## src/rtl/cam_subbank_pkg.sv

```systemverilog
package cam_subbank_pkg;
  // Origin of a state update on a line in the current cycle.
  typedef enum logic [1:0] {
    UPD_NONE   = 2'd0,
    UPD_FILL   = 2'd1,
    UPD_SHRINK = 2'd2
  } upd_src_e;
endpackage

```

## src/rtl/cam_lookup.sv

```systemverilog
module cam_lookup #(
  parameter int LINES = 32,
  parameter int TAG_W = 22,
  parameter int CNT_W = 6
) (
  input  logic                en,
  input  logic [TAG_W-1:0]    key,
  input  logic [TAG_W-1:0]    tags [LINES],
  input  logic [LINES-1:0]    valid,
  input  logic [CNT_W-1:0]    live_cnt,
  output logic [LINES-1:0]    match
);
  // One comparator per line, all evaluated in parallel.
  for (genvar i = 0; i < LINES; i++) begin : g_cmp
    logic powered;
    assign powered  = (CNT_W'(i) < live_cnt);
    assign match[i] = en && powered && valid[i] && (tags[i] == key);
  end
endmodule

```

## src/rtl/cam_size_ctl.sv

```systemverilog
module cam_size_ctl #(
  parameter int LINES = 32,
  parameter int CNT_W = 6
) (
  input  logic             clk,
  input  logic             rst_n,
  input  logic [CNT_W-1:0] target,
  input  logic             stall,
  output logic [CNT_W-1:0] live_q,
  output logic             shrink_fire
);
  localparam logic [CNT_W-1:0] MAX_CNT = CNT_W'(LINES);

  logic [CNT_W-1:0] tgt_c;
  logic [CNT_W-1:0] live_d;
  logic             live_en;

  always_comb begin
    tgt_c       = (target > MAX_CNT) ? MAX_CNT : target;
    shrink_fire = (tgt_c < live_q) && !stall;
    live_en     = 1'b0;
    live_d      = live_q;
    if (tgt_c > live_q) begin
      live_en = 1'b1;
      live_d  = tgt_c;
    end else if (shrink_fire) begin
      live_en = 1'b1;
      live_d  = live_q - CNT_W'(1);
    end
  end

  always_ff @(posedge clk or negedge rst_n) begin
    if (!rst_n)       live_q <= '0;
    else if (live_en) live_q <= live_d;
  end
endmodule

```

## src/rtl/cam_fifo_ptr.sv

```systemverilog
module cam_fifo_ptr #(
  parameter int LINES = 32,
  parameter int CNT_W = 6,
  parameter int LW    = 5
) (
  input  logic             clk,
  input  logic             rst_n,
  input  logic             step,
  input  logic             shrink_fire,
  input  logic [CNT_W-1:0] live_q,
  output logic [LW-1:0]    ptr_q
);
  logic [LW-1:0]    ptr_d;
  logic             ptr_en;
  logic [CNT_W-1:0] ptr_w;
  logic [CNT_W-1:0] nxt_w;

  always_comb begin
    ptr_w  = CNT_W'(ptr_q);
    nxt_w  = ptr_w + CNT_W'(1);
    ptr_en = 1'b0;
    ptr_d  = ptr_q;
    if (shrink_fire) begin
      // Live count drops to live_q-1; pointer must stay below it.
      if (ptr_w >= live_q - CNT_W'(1)) begin
        ptr_en = 1'b1;
        ptr_d  = '0;
      end
    end else if (step) begin
      ptr_en = 1'b1;
      ptr_d  = (nxt_w >= live_q) ? '0 : LW'(nxt_w);
    end
  end

  always_ff @(posedge clk or negedge rst_n) begin
    if (!rst_n)      ptr_q <= '0;
    else if (ptr_en) ptr_q <= ptr_d;
  end
endmodule

```

## src/rtl/cam_subbank.sv

```systemverilog
module cam_subbank
  import cam_subbank_pkg::*;
#(
  parameter int ADDR_W  = 32,
  parameter int OFF_W   = 5,
  parameter int IDX_W   = 5,
  parameter int LINES   = 32,
  parameter int BANK_ID = 0,
  localparam int CNT_W  = $clog2(LINES + 1)
) (
  input  logic              clk,
  input  logic              rst_n,
  input  logic              req_valid,
  input  logic              req_write,
  input  logic [ADDR_W-1:0] req_addr,
  input  logic              fill_valid,
  input  logic [ADDR_W-1:0] fill_addr,
  input  logic [CNT_W-1:0]  active_cnt,
  output logic              hit,
  output logic [LINES-1:0]  wordline,
  output logic [CNT_W-1:0]  active_lines,
  output logic              wb_valid,
  output logic [ADDR_W-1:0] wb_addr
);
  localparam int TAG_W = ADDR_W - OFF_W - IDX_W;
  localparam int LW    = (LINES > 1) ? $clog2(LINES) : 1;
  localparam logic [IDX_W-1:0] MY_BANK = IDX_W'(BANK_ID);

  // Line state
  logic [TAG_W-1:0] tag_q [LINES];
  logic [TAG_W-1:0] tag_d [LINES];
  logic [LINES-1:0] valid_q, valid_d;
  logic [LINES-1:0] dirty_q, dirty_d;
  logic             wb_valid_q, wb_valid_d;
  logic [ADDR_W-1:0] wb_addr_q, wb_addr_d;

  // Decode
  logic             req_sel, fill_sel, fill_go, wr_req, wr_hit;
  logic [TAG_W-1:0] req_tag, fill_tag;
  logic [LINES-1:0] match;
  logic [CNT_W-1:0] live_q;
  logic             shrink_fire;
  logic [LW-1:0]    ptr_q;
  logic [LW-1:0]    victim;
  upd_src_e         src;

  assign req_tag  = req_addr[ADDR_W-1 -: TAG_W];
  assign fill_tag = fill_addr[ADDR_W-1 -: TAG_W];
  assign req_sel  = req_valid  && (req_addr[OFF_W +: IDX_W]  == MY_BANK);
  assign fill_sel = fill_valid && (fill_addr[OFF_W +: IDX_W] == MY_BANK);
  assign fill_go  = fill_sel && (live_q != '0);
  assign wr_req   = req_sel && req_write;

  cam_lookup #(.LINES(LINES), .TAG_W(TAG_W), .CNT_W(CNT_W)) u_lookup (
    .en       (req_sel),
    .key      (req_tag),
    .tags     (tag_q),
    .valid    (valid_q),
    .live_cnt (live_q),
    .match    (match)
  );

  cam_size_ctl #(.LINES(LINES), .CNT_W(CNT_W)) u_size (
    .clk         (clk),
    .rst_n       (rst_n),
    .target      (active_cnt),
    .stall       (fill_go || wr_req),
    .live_q      (live_q),
    .shrink_fire (shrink_fire)
  );

  cam_fifo_ptr #(.LINES(LINES), .CNT_W(CNT_W), .LW(LW)) u_ptr (
    .clk         (clk),
    .rst_n       (rst_n),
    .step        (fill_go),
    .shrink_fire (shrink_fire),
    .live_q      (live_q),
    .ptr_q       (ptr_q)
  );

  assign wr_hit = wr_req && (|match);

  // Next-state logic
  always_comb begin
    tag_d      = tag_q;
    valid_d    = valid_q;
    dirty_d    = dirty_q;
    wb_valid_d = 1'b0;
    wb_addr_d  = wb_addr_q;

    if (fill_go)          src = UPD_FILL;
    else if (shrink_fire) src = UPD_SHRINK;
    else                  src = UPD_NONE;

    victim = (src == UPD_FILL) ? ptr_q : LW'(live_q - CNT_W'(1));

    if (wr_hit) dirty_d = dirty_q | match;

    if (src != UPD_NONE) begin
      if (valid_q[victim] && dirty_q[victim]) begin
        wb_valid_d = 1'b1;
        wb_addr_d  = {tag_q[victim], MY_BANK, {OFF_W{1'b0}}};
      end
      dirty_d[victim] = 1'b0;
      if (src == UPD_FILL) begin
        tag_d[victim]   = fill_tag;
        valid_d[victim] = 1'b1;
      end else begin
        valid_d[victim] = 1'b0;
      end
    end
  end

  // Registers
  always_ff @(posedge clk or negedge rst_n) begin
    if (!rst_n) begin
      valid_q    <= '0;
      dirty_q    <= '0;
      wb_valid_q <= 1'b0;
    end else begin
      valid_q    <= valid_d;
      dirty_q    <= dirty_d;
      wb_valid_q <= wb_valid_d;
    end
  end

  always_ff @(posedge clk or negedge rst_n) begin
    if (!rst_n)          wb_addr_q <= '0;
    else if (wb_valid_d) wb_addr_q <= wb_addr_d;
  end

  for (genvar i = 0; i < LINES; i++) begin : g_tag
    always_ff @(posedge clk or negedge rst_n) begin
      if (!rst_n)                          tag_q[i] <= '0;
      else if (fill_go && ptr_q == LW'(i)) tag_q[i] <= tag_d[i];
    end
  end

  assign hit          = |match;
  assign wordline     = match;
  assign active_lines = live_q;
  assign wb_valid     = wb_valid_q;
  assign wb_addr      = wb_addr_q;
endmodule

```

## config.mk

```make
export PLATFORM = sky130hd
export DESIGN_NAME = cam_subbank
export DESIGN_NICKNAME = d
export VERILOG_FILES = /design/src/rtl/cam_subbank_pkg.sv /design/src/rtl/cam_lookup.sv /design/src/rtl/cam_size_ctl.sv /design/src/rtl/cam_fifo_ptr.sv /design/src/rtl/cam_subbank.sv
export SDC_FILE = /design/constraint.sdc
export NUM_CORES = 2
export LEC_CHECK = 0
export BUFFER_PORTS_ARGS = -buffer_cell sky130_fd_sc_hd__clkbuf_2
export CORE_UTILIZATION = 64
export CTS_CLUSTER_DIAMETER = 200
export DETAILED_ROUTE_END_ITERATION = 8
export GPL_TIMING_DRIVEN = 0
export PLACE_DENSITY = 0.88
export SLEW_MARGIN = 20
export SYNTH_ARGS = -nofsm -noshare
export SYNTH_HDL_FRONTEND = slang
export SYNTH_HIERARCHICAL = 1
export SYNTH_SLANG_ARGS = --single-unit
```

## constraint.sdc

```tcl
create_clock -name clk -period 7.2 [get_ports clk]
set_clock_uncertainty 0.15 [all_clocks]
set_input_delay 0 -clock clk [delete_from_list [all_inputs] [get_ports clk]]
set_output_delay 0 -clock clk [all_outputs]
set_load 0.02 [all_outputs]
```

==> results.sh <==
export IMPL_outcome="finished, violations left"
export IMPL_violations="design-rule violations, negative setup slack"
export IMPL_worstSkewPairLatency_ns=0.68
export IMPL_ys_seq_elements=802
export IMPL_synth_area_leaders="dfrtp_1 45%, mux2_2 17%, xor2_1 9.0%"
export IMPL_worstPathRequired_ns=7.62
export IMPL_rsz0062_at_grt="no"
export IMPL_core_region_area_mm2=0.06907
export IMPL_path_cells="clkbuf_2 > or4b_2 > nor3_1 > buf_2 > buf_1 > nand2_1 > nor4_1 > nand4_1 > a211oi_1 > nor4_2 > clkbuf_4 > nand4_1 > or2_2 > nor2b_1 > clkbuf_1 > clkbuf_2 > a21oi_1 > a21oi_1"
export IMPL_initial_utilization_pct=65.11
export IMPL_seqPwrFrac_pct=29.7
export IMPL_power_density_mw_per_mm2=344.3
export IMPL_die_w_um=267.1
export IMPL_fin_crit_sh_pct=105.3
export IMPL_drive_above_1_share_pct=27.35
export IMPL_ys_warn_count=6
export IMPL_dr_pass1_iters=9
export IMPL_slew_headroom_pct=6.933
export IMPL_path_max_fanout=10
export IMPL_post_place_ws_ns=0.08038
export IMPL_sw_frac_of_total_pct=49.37
export IMPL_mostFrequentLayoutCells="801 x dfrtp_1, 668 x mux2_2, 463 x xor2_1"
export IMPL_internal_power_w=0.008866
export IMPL_ys_seq_area_share_pct=44.63
export IMPL_layout_commonest_cell="dfrtp_1"
export IMPL_drc=101
export IMPL_post_drt_wl_per_cell_um=44.62
export IMPL_synth_cell_types=82
export IMPL_numPortBuffers=104
export IMPL_fin_tns_setup_ns=-4.909
export IMPL_synth_cells=3973
export IMPL_synth_edf_count=0
export IMPL_antenna_found_initial=26
export IMPL_grt_max_degree=94
export IMPL_clkPwrFrac_pct=27.5
export IMPL_route_final_wire_length_um=235200
export IMPL_p_leak_nw=23.73
export IMPL_synthArstFlopShare_pct=100.0
export IMPL_drtIter0Drc=8132
export IMPL_groute_usage_overall_pct=65.48
export IMPL_synth_flop_cell="dfrtp_1"
export IMPL_slew_violations=0
export IMPL_setup_violations=40
export IMPL_num_rows=96
export IMPL_synth_area_mm2=0.04497
export IMPL_fmax_ghz=0.1319
export IMPL_critPathArrivalTime_ns=8.01
export IMPL_syn_area_per_cell_um2=11.32
export IMPL_power_switching_w=0.008644
export IMPL_max_stage_delay_ns=1.01
export IMPL_dp_hpwl_um=175300
export IMPL_worstMarginPinSlew_ns=1.392
export IMPL_cts_sinks=802
export IMPL_cts_root_buf="clkbuf_16"
export IMPL_period_minus_slack_ns=7.583
export IMPL_setup_ws_ns=-0.3826
export IMPL_utilization_pct=73.64
export IMPL_cts_htree_levels=3
export IMPL_tritoncts="built"
export IMPL_maxCapViolCount=0
export IMPL_start_kind="input pin"
export IMPL_nets=4338
export IMPL_ios=147
export IMPL_cts_setup_buffers=0
export IMPL_irDropWorstVdd_mv=0.3403
export IMPL_cts_buffers_inserted=87
export IMPL_grt_first_pass_wirelength_um=311300
export IMPL_dieArea_mm2=0.07132
export IMPL_yosysTopAreaCellShare_pct=44.63
export IMPL_crit_path_top_delay_cell="nor4_1"
export IMPL_cts_path_max_buffers=3
export IMPL_critPathKind="input pin to flip-flop"
export IMPL_syn2layout_area_growth_pct=13.11
export IMPL_hold_viol=0
export IMPL_vias=41800
export IMPL_vias_per_cell=7.932
export IMPL_die_y_um=267.1
export IMPL_ant_nets=0
export IMPL_grt_overflow=0
export IMPL_cts_clk_slew_worst_paths_ns=0.06
export IMPL_cp_end_kind="flip-flop"
export IMPL_gp_congestion=1.207
export IMPL_power_frac_comb_pct=42.8
export IMPL_hp_class="input pin to flip-flop"
export IMPL_yosysTopAreaCell="dfrtp_1"
export IMPL_grt_pass1_vias=38690
[layer usage]
metal,wire length (µm),vias up,track usage [%]
li1,-,14970,-
met2,84180,4800,81.53
met3,46580,1689,48.00
met1,75030,20300,71.59
met5,1734,-,22.52
met4,27630,46,53.84
[Yosys cell counts (71+ instances only)]
library cell and count:
buf_1 74, mux2_2 668, a22oi_1 349, dfrtp_1 802, nand2_1 137, clkbuf_1 151, xor2_1 463, buf_2 71
xnor2_1 248, nor4_1 161, nand4_1 86, a21oi_1 251
[worst max-delay path: cells and delay by family]
kind / cells / cell delay, ns
and+or+nand+nor: 9 / 3.87
buffers and inverters: 6 / 2.66
AOI/OAI and AO/OA: 3 / 1.44
[repair_timing]
item,4_1_cts,5_1_grt
endpoints found under the setup margin,0,3
endpoints found under the hold margin,605,0
hold buffers,48,0
gates resized for setup,0,1
[area by class of cell]
class | instances | area [µm²]
Sequential cell | 802 | 20070
Inverter | 33 | 123.9
Timing Repair Buffer | 171 | 1401
Fill cell | 4776 | 18210
Antenna cell | 29 | 72.57
Buffer | 357 | 1879
Tap cell | 931 | 1165
Multi-Input combinational cell | 2790 | 23120
Clock buffer | 122 | 2529
Clock inverter | 35 | 498.0
[sequential cells by signal, summed over array words and instances (netlist names), named ones only]
name,flops
tag_q,704
dirty_q,32
wb_addr,22
u_size/live_q,6
u_ptr/ptr_q,5
wb_valid,1
[metrics by stage]
| step | power [W] | std cells | hold slack, ns | area (µm²) |
|---|---|---|---|---|
| 6_report | 0.01751 | 5270 | 0.01899 | 50860 |
| 5_1_grt | 0.01708 | 5247 | 0.009688 | 50800 |
| 4_1_cts | 0.01622 | 5238 | 0.001280 | 50660 |
| 3_5_place_dp | 0.01146 | 5033 | -0.1002 | 47130 |
| 3_3_place_gp | 0.01133 | 5017 | 0.1676 | 46680 |
| 2_1_floorplan | 0.007940 | 3982 | -0.4456 | 45000 |
[power by group through the flow]
stage	clock [W]	combinational, W	sequential, W
after detailed placement	0	0.00623	0.00522
after global placement	0	0.00611	0.00522
after CTS	0.00475	0.00632	0.00515
final	0.00481	0.00750	0.00520
after floorplan	0	0.00283	0.00511
after global routing	0.00491	0.00697	0.00520
[path summary, 6_finish.rpt]
path	startpoint	endpoint	cells past startpoint	slack, ns
min in group asynchronous	rst_n	dirty_q[2]	4	0.48
hold reg to reg	wb_addr[22]	wb_addr[22]	1	0.36
setup reg to reg	u_size/live_q[0]	wb_addr[31]	14	-0.33
hold / removal	req_addr[24]	dirty_q[13]	6	0.02
max in group asynchronous	rst_n	tag_q[385]	6	5.15
setup / recovery	req_addr[8]	dirty_q[21]	18	-0.38
[logic make-up (layout without fill, tap and decap cells)]
kind of cell	count (synthesis)	in the layout	synth area share (%)
AOI/OAI and AO/OA	754	754	11.36
xor gates and xnor gates	712	712	13.89
adders and majority gates	21	21	0.5843
buffers and inverters	390	718	4.352
DFF	802	802	44.63
muxes	732	732	18.45
other	1	39	0.008340
and+or+nand+nor	561	561	6.726
Power figures use the tool's default switching activity.
